File: src/rtl/chop_pkg.sv
package chop_pkg;

  typedef enum logic [1:0] {
    PH_OFFLINE = 2'd0,
    PH_DRIVE   = 2'd1,
    PH_RECIRC  = 2'd2,
    PH_CHOP    = 2'd3
  } phase_t;

  typedef struct packed {
    logic src;
    logic snk;
    logic sr;
    logic brk;
    logic goff;
  } gates_t;

endpackage

File: src/rtl/chop_sync.sv
module chop_sync #(
  parameter int W = 4,
  parameter logic [W-1:0] RST_VAL = '0
) (
  input  logic         clk,
  input  logic         rst,
  input  logic [W-1:0] d,
  output logic [W-1:0] q
);
  logic [W-1:0] meta;

  always_ff @(posedge clk) begin
    if (rst) begin
      meta <= RST_VAL;
      q    <= RST_VAL;
    end else begin
      meta <= d;
      q    <= meta;
    end
  end
endmodule

File: src/rtl/chop_timer.sv
module chop_timer #(
  parameter int COUNT = 250,
  localparam int CW = $clog2(COUNT + 1)
) (
  input  logic clk,
  input  logic rst,
  input  logic load,
  output logic busy,
  output logic last
);
  logic [CW-1:0] cnt;

  always_ff @(posedge clk) begin
    if (rst)
      cnt <= '0;
    else if (load)
      cnt <= CW'(COUNT);
    else if (cnt != '0)
      cnt <= cnt - CW'(1);
  end

  assign busy = (cnt != '0);
  assign last = (cnt == CW'(1));
endmodule

File: src/rtl/chop_idle.sv
module chop_idle #(
  parameter int LIMIT = 30000,
  localparam int IW = $clog2(LIMIT + 1)
) (
  input  logic clk,
  input  logic rst,
  input  logic high,
  output logic expire
);
  logic [IW-1:0] cnt;

  assign expire = high && (cnt == IW'(LIMIT - 1));

  always_ff @(posedge clk) begin
    if (rst || !high)
      cnt <= '0;
    else if (!expire)
      cnt <= cnt + IW'(1);
  end
endmodule

File: src/rtl/chop_ctrl.sv
module chop_ctrl #(
  parameter int CLK_HZ = 10_000_000,
  localparam int OFF_CYC   = CLK_HZ / 40_000,
  localparam int BLANK_CYC = (CLK_HZ * 3) / 2_000_000,
  localparam int IDLE_CYC  = (CLK_HZ / 1_000) * 3
) (
  input  logic clk,
  input  logic rst,
  input  logic en_n_in,
  input  logic dir_in,
  input  logic brake_n_in,
  input  logic trip_in,
  output logic src_on,
  output logic snk_on,
  output logic sr_on,
  output logic brake_all,
  output logic gate_off
);
  import chop_pkg::*;

  logic [3:0] raw_v, syn_v;
  logic en_n_s, brk_n_s, dir_s, trip_s;
  logic en_n_d, dir_d;
  logic en_fall, dir_chg;
  logic blank_busy, blank_last, blank_start;
  logic off_busy, off_last, off_load;
  logic idle_expire, trip_ok;
  phase_t phase, phase_nxt;
  gates_t g_nxt;

  assign raw_v = {trip_in, dir_in, brake_n_in, en_n_in};

  chop_sync #(.W(4), .RST_VAL(4'b0011)) u_sync (
    .clk(clk), .rst(rst), .d(raw_v), .q(syn_v)
  );

  assign en_n_s  = syn_v[0];
  assign brk_n_s = syn_v[1];
  assign dir_s   = syn_v[2];
  assign trip_s  = syn_v[3];

  always_ff @(posedge clk) begin
    if (rst) begin
      en_n_d <= 1'b1;
      dir_d  <= 1'b0;
    end else begin
      en_n_d <= en_n_s;
      dir_d  <= dir_s;
    end
  end

  assign en_fall = en_n_d && !en_n_s;
  assign dir_chg = dir_d ^ dir_s;

  chop_timer #(.COUNT(BLANK_CYC)) u_blank (
    .clk(clk), .rst(rst), .load(blank_start),
    .busy(blank_busy), .last(blank_last)
  );

  chop_timer #(.COUNT(OFF_CYC)) u_off (
    .clk(clk), .rst(rst), .load(off_load),
    .busy(off_busy), .last(off_last)
  );

  chop_idle #(.LIMIT(IDLE_CYC)) u_idle (
    .clk(clk), .rst(rst), .high(en_n_s), .expire(idle_expire)
  );

  assign trip_ok = trip_s && !blank_busy && brk_n_s;

  always_comb begin
    phase_nxt = phase;
    unique case (phase)
      PH_OFFLINE: if (en_fall)  phase_nxt = PH_DRIVE;
      PH_DRIVE: begin
        if (en_n_s)             phase_nxt = PH_CHOP;
        else if (trip_ok)       phase_nxt = PH_RECIRC;
      end
      PH_RECIRC: begin
        if (en_n_s)             phase_nxt = PH_CHOP;
        else if (off_last)      phase_nxt = PH_DRIVE;
      end
      PH_CHOP:    if (!en_n_s)  phase_nxt = PH_DRIVE;
      default:                  phase_nxt = PH_OFFLINE;
    endcase
    if (idle_expire)            phase_nxt = PH_OFFLINE;
  end

  assign blank_start = ((phase_nxt == PH_DRIVE) && (phase != PH_DRIVE)) || dir_chg;
  assign off_load    = (phase == PH_DRIVE) && (phase_nxt == PH_RECIRC);

  always_comb begin
    g_nxt = '0;
    if (!brk_n_s) begin
      g_nxt.snk = 1'b1;
      g_nxt.brk = 1'b1;
    end else begin
      unique case (phase_nxt)
        PH_DRIVE:  begin g_nxt.src = 1'b1; g_nxt.snk = 1'b1; end
        PH_RECIRC,
        PH_CHOP:   begin g_nxt.snk = 1'b1; g_nxt.sr  = 1'b1; end
        default:   g_nxt.goff = 1'b1;
      endcase
    end
  end

  always_ff @(posedge clk) begin
    if (rst) begin
      phase     <= PH_OFFLINE;
      src_on    <= 1'b0;
      snk_on    <= 1'b0;
      sr_on     <= 1'b0;
      brake_all <= 1'b0;
      gate_off  <= 1'b1;
    end else begin
      phase     <= phase_nxt;
      src_on    <= g_nxt.src;
      snk_on    <= g_nxt.snk;
      sr_on     <= g_nxt.sr;
      brake_all <= g_nxt.brk;
      gate_off  <= g_nxt.goff;
    end
  end

  logic unused_ok;
  assign unused_ok = blank_last ^ off_busy;
endmodule

File: config.mk
export PLATFORM = sky130hd
export DESIGN_NAME = chop_ctrl
export DESIGN_NICKNAME = d
export VERILOG_FILES = /design/src/rtl/chop_pkg.sv /design/src/rtl/chop_sync.sv /design/src/rtl/chop_timer.sv /design/src/rtl/chop_idle.sv /design/src/rtl/chop_ctrl.sv
export SDC_FILE = /design/constraint.sdc
export NUM_CORES = 1
export LEC_CHECK = 0
export ABC_AREA = 1
export BUFFER_PORTS_ARGS = -buffer_cell sky130_fd_sc_hd__buf_4
export CAP_MARGIN = 10
export CORE_MARGIN = 10
export CORE_UTILIZATION = 35
export CTS_BUF_LIST = sky130_fd_sc_hd__clkbuf_16
export DETAILED_ROUTE_END_ITERATION = 16
export HOLD_SLACK_MARGIN = 0.06
export PLACE_DENSITY = 0.49
export SYNTH_ARGS = -nofsm -noshare
export SYNTH_HDL_FRONTEND = slang
export SYNTH_SLANG_ARGS = --single-unit
File: constraint.sdc
create_clock -name clk -period 3.1 [get_ports clk]
set_input_delay 0.775 -clock clk [delete_from_list [all_inputs] [get_ports clk]]
set_output_delay 0.775 -clock clk [all_outputs]
set_load 0.03 [all_outputs]
* Word level (Yosys, flattened, before mapping)
Index checks and enable logic that the tools add are counted.
** Storage, ports and cells
- Register bits after elaboration :: 44
- Input port bits :: 6
- Output and inout bits :: 5
- Logic and storage cells :: 66
** Operators by class
- Add/sub/neg operators :: 3
- Equality and inequality tests :: 9
- Multiplexer cells :: 19
- Bitwise gates (word level) :: 2
- Reductions and logical operators :: 19
** Operator list (number)
- 8-bit two-way mux :: 2
- 15-bit by 1-bit adder with 15-bit output, second input constant :: 1
- 15-bit == test, second input constant :: 1
- 2-bit two-way mux :: 7
- 2-bit == test, second input constant :: 4
- 8-bit by 1-bit == test with 1-bit output, second input constant :: 1
- 4-bit two-way mux :: 2
- 2-bit case mux with 4 select lines :: 1
- 8-bit nonzero test :: 1
- 8-bit by 1-bit subtractor with 8-bit output, second input constant :: 1
- 1-bit two-way mux :: 7
- 1-bit logical AND :: 6
- 2-bit OR reduction :: 3
- 2-bit by 1-bit == test with 1-bit output, second input constant :: 2
- 2-bit nonzero test :: 2
- 4-bit nonzero test :: 1
- 4-bit by 1-bit subtractor with 4-bit output, second input constant :: 1
- 3-bit OR reduction :: 1
- 1-bit zero test :: 2
- 2-bit zero test :: 1
- 1-bit logical OR :: 2
- 2-bit by 1-bit inequality test with 1-bit output, second input constant :: 1
- 1-bit inverter :: 1
- 1-bit XOR :: 1

* Logic depth before layout (Yosys ltp)
- Word-level depth :: 12
- Depth in mapped cells :: 12
- Mapped depth without buffers :: 12

* Cells and area by module
From an unflattened synthesis, not the netlist that was laid out.
** Unflattened totals
- Cell total of the unflattened synthesis :: 312
- Area, all modules :: 2182.1 um2
** By module, submodules not included
- chop_idle :: times used 1, cells each 128, area each 830.8 um2, seq. area each 300.3 um2
- chop_timer (u_off) :: times used 1, cells each 72, area each 485.5 um2, seq. area each 160.2 um2
- chop_ctrl :: times used 1, cells each 52, area each 390.4 um2, seq. area each 180.2 um2
- chop_timer (u_blank) :: times used 1, cells each 35, area each 251.5 um2, seq. area each 80.1 um2
- chop_sync :: times used 1, cells each 25, area each 224.0 um2, seq. area each 160.2 um2

* Worst setup path after synthesis
No wires, ideal clock.
- Path type :: reg2reg
- Start :: reg u_blank.cnt[0]
- End :: reg snk_on
- Data arrival time :: 1351 ps
- Path slack :: 1636 ps
- Cell stages (with the launch flop) :: 12
- Path buffers :: 0
- Cell sequence :: dfxtp_1 > inv_1 > ha_1 > nand3_4 > nor2_2 > nand2_1 > a21oi_2 > nand2_1 > nand2_1 > nor2_4 > nor3_4 > inv_2
** On the way
- Word-level cells in the longest chain between the ends :: 12
- Elaborated cells on any way between the ends :: 14
** Ends and longest elaborated chain
- start, declared :: RTL line chop_timer.sv:11 : logic [CW-1:0] cnt;
- start signal, assigned :: RTL line chop_timer.sv:17 : cnt <= CW'(COUNT);
- start signal, assigned :: RTL line chop_timer.sv:19 : cnt <= cnt - CW'(1);
- 4-bit nonzero test (*) :: RTL line chop_timer.sv:22 : assign busy = (cnt != '0);
- 1-bit zero test (*) :: RTL line chop_ctrl.sv:69 : assign trip_ok = trip_s && !blank_busy && brk_n_s;
- 1-bit logical AND (*) (2 in series) :: RTL line chop_ctrl.sv:69
- 2-bit two-way mux (*) :: RTL line chop_ctrl.sv:77 : else if (trip_ok) phase_nxt = PH_RECIRC;
- 2-bit two-way mux (*) :: RTL line chop_ctrl.sv:76 : if (en_n_s) phase_nxt = PH_CHOP;
- 2-bit case mux with 4 select lines (*) :: RTL line chop_ctrl.sv:73 : unique case (phase)
- 2-bit two-way mux (*) :: RTL line chop_ctrl.sv:86 : if (idle_expire) phase_nxt = PH_OFFLINE;
- 2-bit by 1-bit == test with 1-bit output / 2-bit == test (equally long branches) :: RTL line chop_ctrl.sv:98 : unique case (phase_nxt)
- 3-bit OR reduction (no line) (*)
- 1-bit two-way mux (*) :: RTL line chop_ctrl.sv:98
- 1-bit two-way mux (*) :: RTL line chop_ctrl.sv:94 : if (!brk_n_s) begin
- end signal, assigned :: RTL line chop_ctrl.sv:118 : snk_on <= g_nxt.snk;
- end, declared :: RTL line chop_ctrl.sv:14 : output logic snk_on,
Mark *: on every way between the ends. The rest lies on a longest branch, timed or not.
A chain may end at the register's enable or synchronous reset.

* Worst setup path in the final report
Ends and elaborated chain as after synthesis.

==> reports/metrics.cfg <==
[worst_setup_path]
worstPathCellList=inv_1, ha_1, nand3_4, nor2_2, nand2_1, a21oi_2, nand2_1, nand2_1, nor2_4, nor3_4, inv_2
crit_arrival_ns=1.84
rr_worst_depth=11
slowest_delay_ns=0.29
crit_type=reg -> reg
path_depth=11
required_ns=3.28
critPathLaunchType=flip-flop
path_buf_inv=2
cp_max_fo=5
end_kind=flip-flop
cp_top_family=simple AND/OR/NAND/NOR gates
cp_slowest_cell=dfxtp_1
cpMostUsedCell=nand2_1

[detailed_routing]
drtIter0Drc=43
met1_length_mm=1.735
routed_via_density=4.495
dr_wl_met2_mm=1.571
first_pass_iters=4
met3_length_um=105
dr.max_layer_used=met4
drc=0
wl_per_cell_um=10.63
vias=1470
wl_mm=3.477
ant_nets=0

[floorplan]
fp.dieArea_mm2=0.009050
die_w_um=95.13
die_h_um=95.13
io_pins=11
initial_utilization=0.3588
num_rows=27
core_mm2=0.005507

[sta]
worst_pin_slew_ns=0.3269
slew_violations=0
grt_setup_unrepaired=no
whs_ns=0.4038
max_slew_margin=0.7804
max_freq_mhz=602.8
hold_viol=0
finalSetupTns_ns=0
min_period_ns=1.659
setup_viol=0
fin_crit_sh=0.5351
finalClockSkew_ns=0.005081

[power_and_ir_drop]
vdd_ir_drop_max_uv=341.5
leakagePower_uw=0.0009300
power.density_mw_per_mm2=782.4

[logic_synthesis]
syn_inst=240
ys_seq_area_frac=0.4459
ys_warn_count=0
syn_area_mm2=0.001976
syn_avg_cell_area_um2=8.232
ys_ff_latch=44
yosysUniqueCellTypes=34
synth_nets=252

[clocking]
cts.sinks=44
clockBufferDepth=2
cts_resized=0
post_cts_buffers=0
cts_tree=done
clk_pin_slew_ns=0.06
insertion_delay_ns=0.28
clock-root-buffer=clkbuf_16
cts_hold_buffers=0
htreeDepth=2
cts_buffers=5

[placement]
placedCellCount=320
port_buffers=10
placed_area_mm2=0.002123
gp_congestion=0.7742
dp_hpwl_mm=2.585

[hold_path]
hold_class=reg -> reg
holdPathStages=2

[global_route]
grt_max_degree=23
grt_pass1_vias=1464
antenna_found_initial=0
grt-ovfl-total=0
grt_first_pass_wirelength_mm=6.458
track_usage=0.08925

[finish]
layout_common_cells=dfxtp_1 (44), inv_1 (28), nand2_1 (28), nor2_1 (21), a21oi_1 (16)
nets=267
n_antenna_cell=0
final_cell_area_mm2=0.002261
fillers=584
layout_commonest_cell=dfxtp_1
drive_gt1_frac=0.2235
area_growth_pct=14.44
final_cells=327

[run_status]
outcome=finished clean

[flow_run]
drv_cap=0

## routing by layer
metal / up-vias / GRT usage
met3: 6 / 0.03614
met1: 647 / 0.1124
met2: 14 / 0.1318
met4: 0 / 0.03741
met5: - / 0
li1: 803 / -
## flip-flops by register name, indices dropped and copies added (netlist names)
register	cells
u_sync.q	4
snk_on	1
gate_off	1
u_idle.cnt	15
u_off.cnt	8
src_on	1
u_blank.cnt	4
dir_d	1
phase	2
en_n_d	1
u_sync.meta	4
brake_all	1
sr_on	1
## synth_stat cells
| master | number | share of area |
|---|---|---|
| dfxtp_1 | 44 | 0.45 |
| inv_1 | 28 | 0.053 |
| nand2_1 | 28 | 0.053 |
| nor2_1 | 21 | 0.040 |
| a21oi_1 | 16 | 0.041 |
| nand3_1 | 13 | 0.033 |
| nor2_2 | 9 | 0.028 |
| nor3_1 | 8 | 0.020 |
| inv_2 | 7 | 0.013 |
| o21ai_0 | 7 | 0.018 |
| xor2_1 | 7 | 0.031 |
| ha_1 | 6 | 0.038 |
| nand2_2 | 6 | 0.019 |
| nand4_1 | 6 | 0.019 |
| or2_2 | 5 | 0.016 |
| nand3_2 | 4 | 0.020 |
| xnor2_1 | 4 | 0.018 |
| o21ai_1 | 3 | 0.0076 |
| a21oi_2 | 2 | 0.0089 |
| a31oi_1 | 2 | 0.0063 |
| a221oi_1 | 1 | 0.0044 |
| clkbuf_1 | 1 | 0.0019 |
| clkbuf_8 | 1 | 0.0070 |
| clkinv_1 | 1 | 0.0019 |
| nand3_4 | 1 | 0.0089 |
| nand4_2 | 1 | 0.0063 |
| nor2_4 | 1 | 0.0057 |
| nor3_2 | 1 | 0.0051 |
| nor3_4 | 1 | 0.0082 |
| nor3b_1 | 1 | 0.0038 |
| nor3b_2 | 1 | 0.0063 |
| nor4_1 | 1 | 0.0032 |
| o21a_1 | 1 | 0.0038 |
| o21ai_2 | 1 | 0.0044 |
## final timing paths
check                 startpoint          end  slack (ns)
hold / removal    u_sync.meta[3]  u_sync.q[3]        0.40
setup reg to reg  u_blank.cnt[0]       snk_on        1.44
hold reg to reg   u_sync.meta[3]  u_sync.q[3]        0.40
setup / recovery  u_blank.cnt[0]       snk_on        1.44
## cells by family after synthesis
kind of cell,count (synthesis),share of synthesized area
flip-flops,44,0.4458
AND/OR/NAND/NOR,108,0.2964
AO/OA/AOI/OAI,33,0.09373
XOR/XNOR,11,0.04876
buffers and inverters,38,0.07726
adder cells (fa/ha/maj),6,0.03800
## worst reg2reg max path, cell delays in order, from the launching register on
cell,delay (ns)
dfxtp_1,0.29
inv_1,0.12
ha_1,0.21
nand3_4,0.11
nor2_2,0.13
nand2_1,0.08
a21oi_2,0.14
nand2_1,0.11
nand2_1,0.14
nor2_4,0.05
nor3_4,0.14
inv_2,0.03
## report_power, final
part,internal (µW),total (µW),switching (µW)
combinational,228,553,326
sequential,657,719,62.1
clock,292,497,205
total,1180,1770,592
## layout make-up
type | count | area (µm²) | area share
Clock buffer | 5 | 125.1 | 0.05534
Clock inverter | 2 | 12.51 | 0.005534
Inverter | 36 | 135.1 | 0.05977
Multi-Input combinational cell | 158 | 942.2 | 0.4167
Sequential cell | 44 | 880.8 | 0.3896
Tap cell | 72 | 90.09 | 0.03985
Timing Repair Buffer | 10 | 75.07 | 0.03320
## per-stage QoR
step / utilization / setup WS, ns / total power (µW)
final: 0.4106 / 1.441 / 1769
after global routing: 0.4106 / 1.240 / 1928
after CTS: 0.4106 / 1.406 / 1803
after detailed placement: 0.3856 / 1.261 / 1292
after global placement: 0.3856 / 1.284 / 1287
after floorplan: - / 1.636 / 1183
Power figures use the tool's default switching activity.
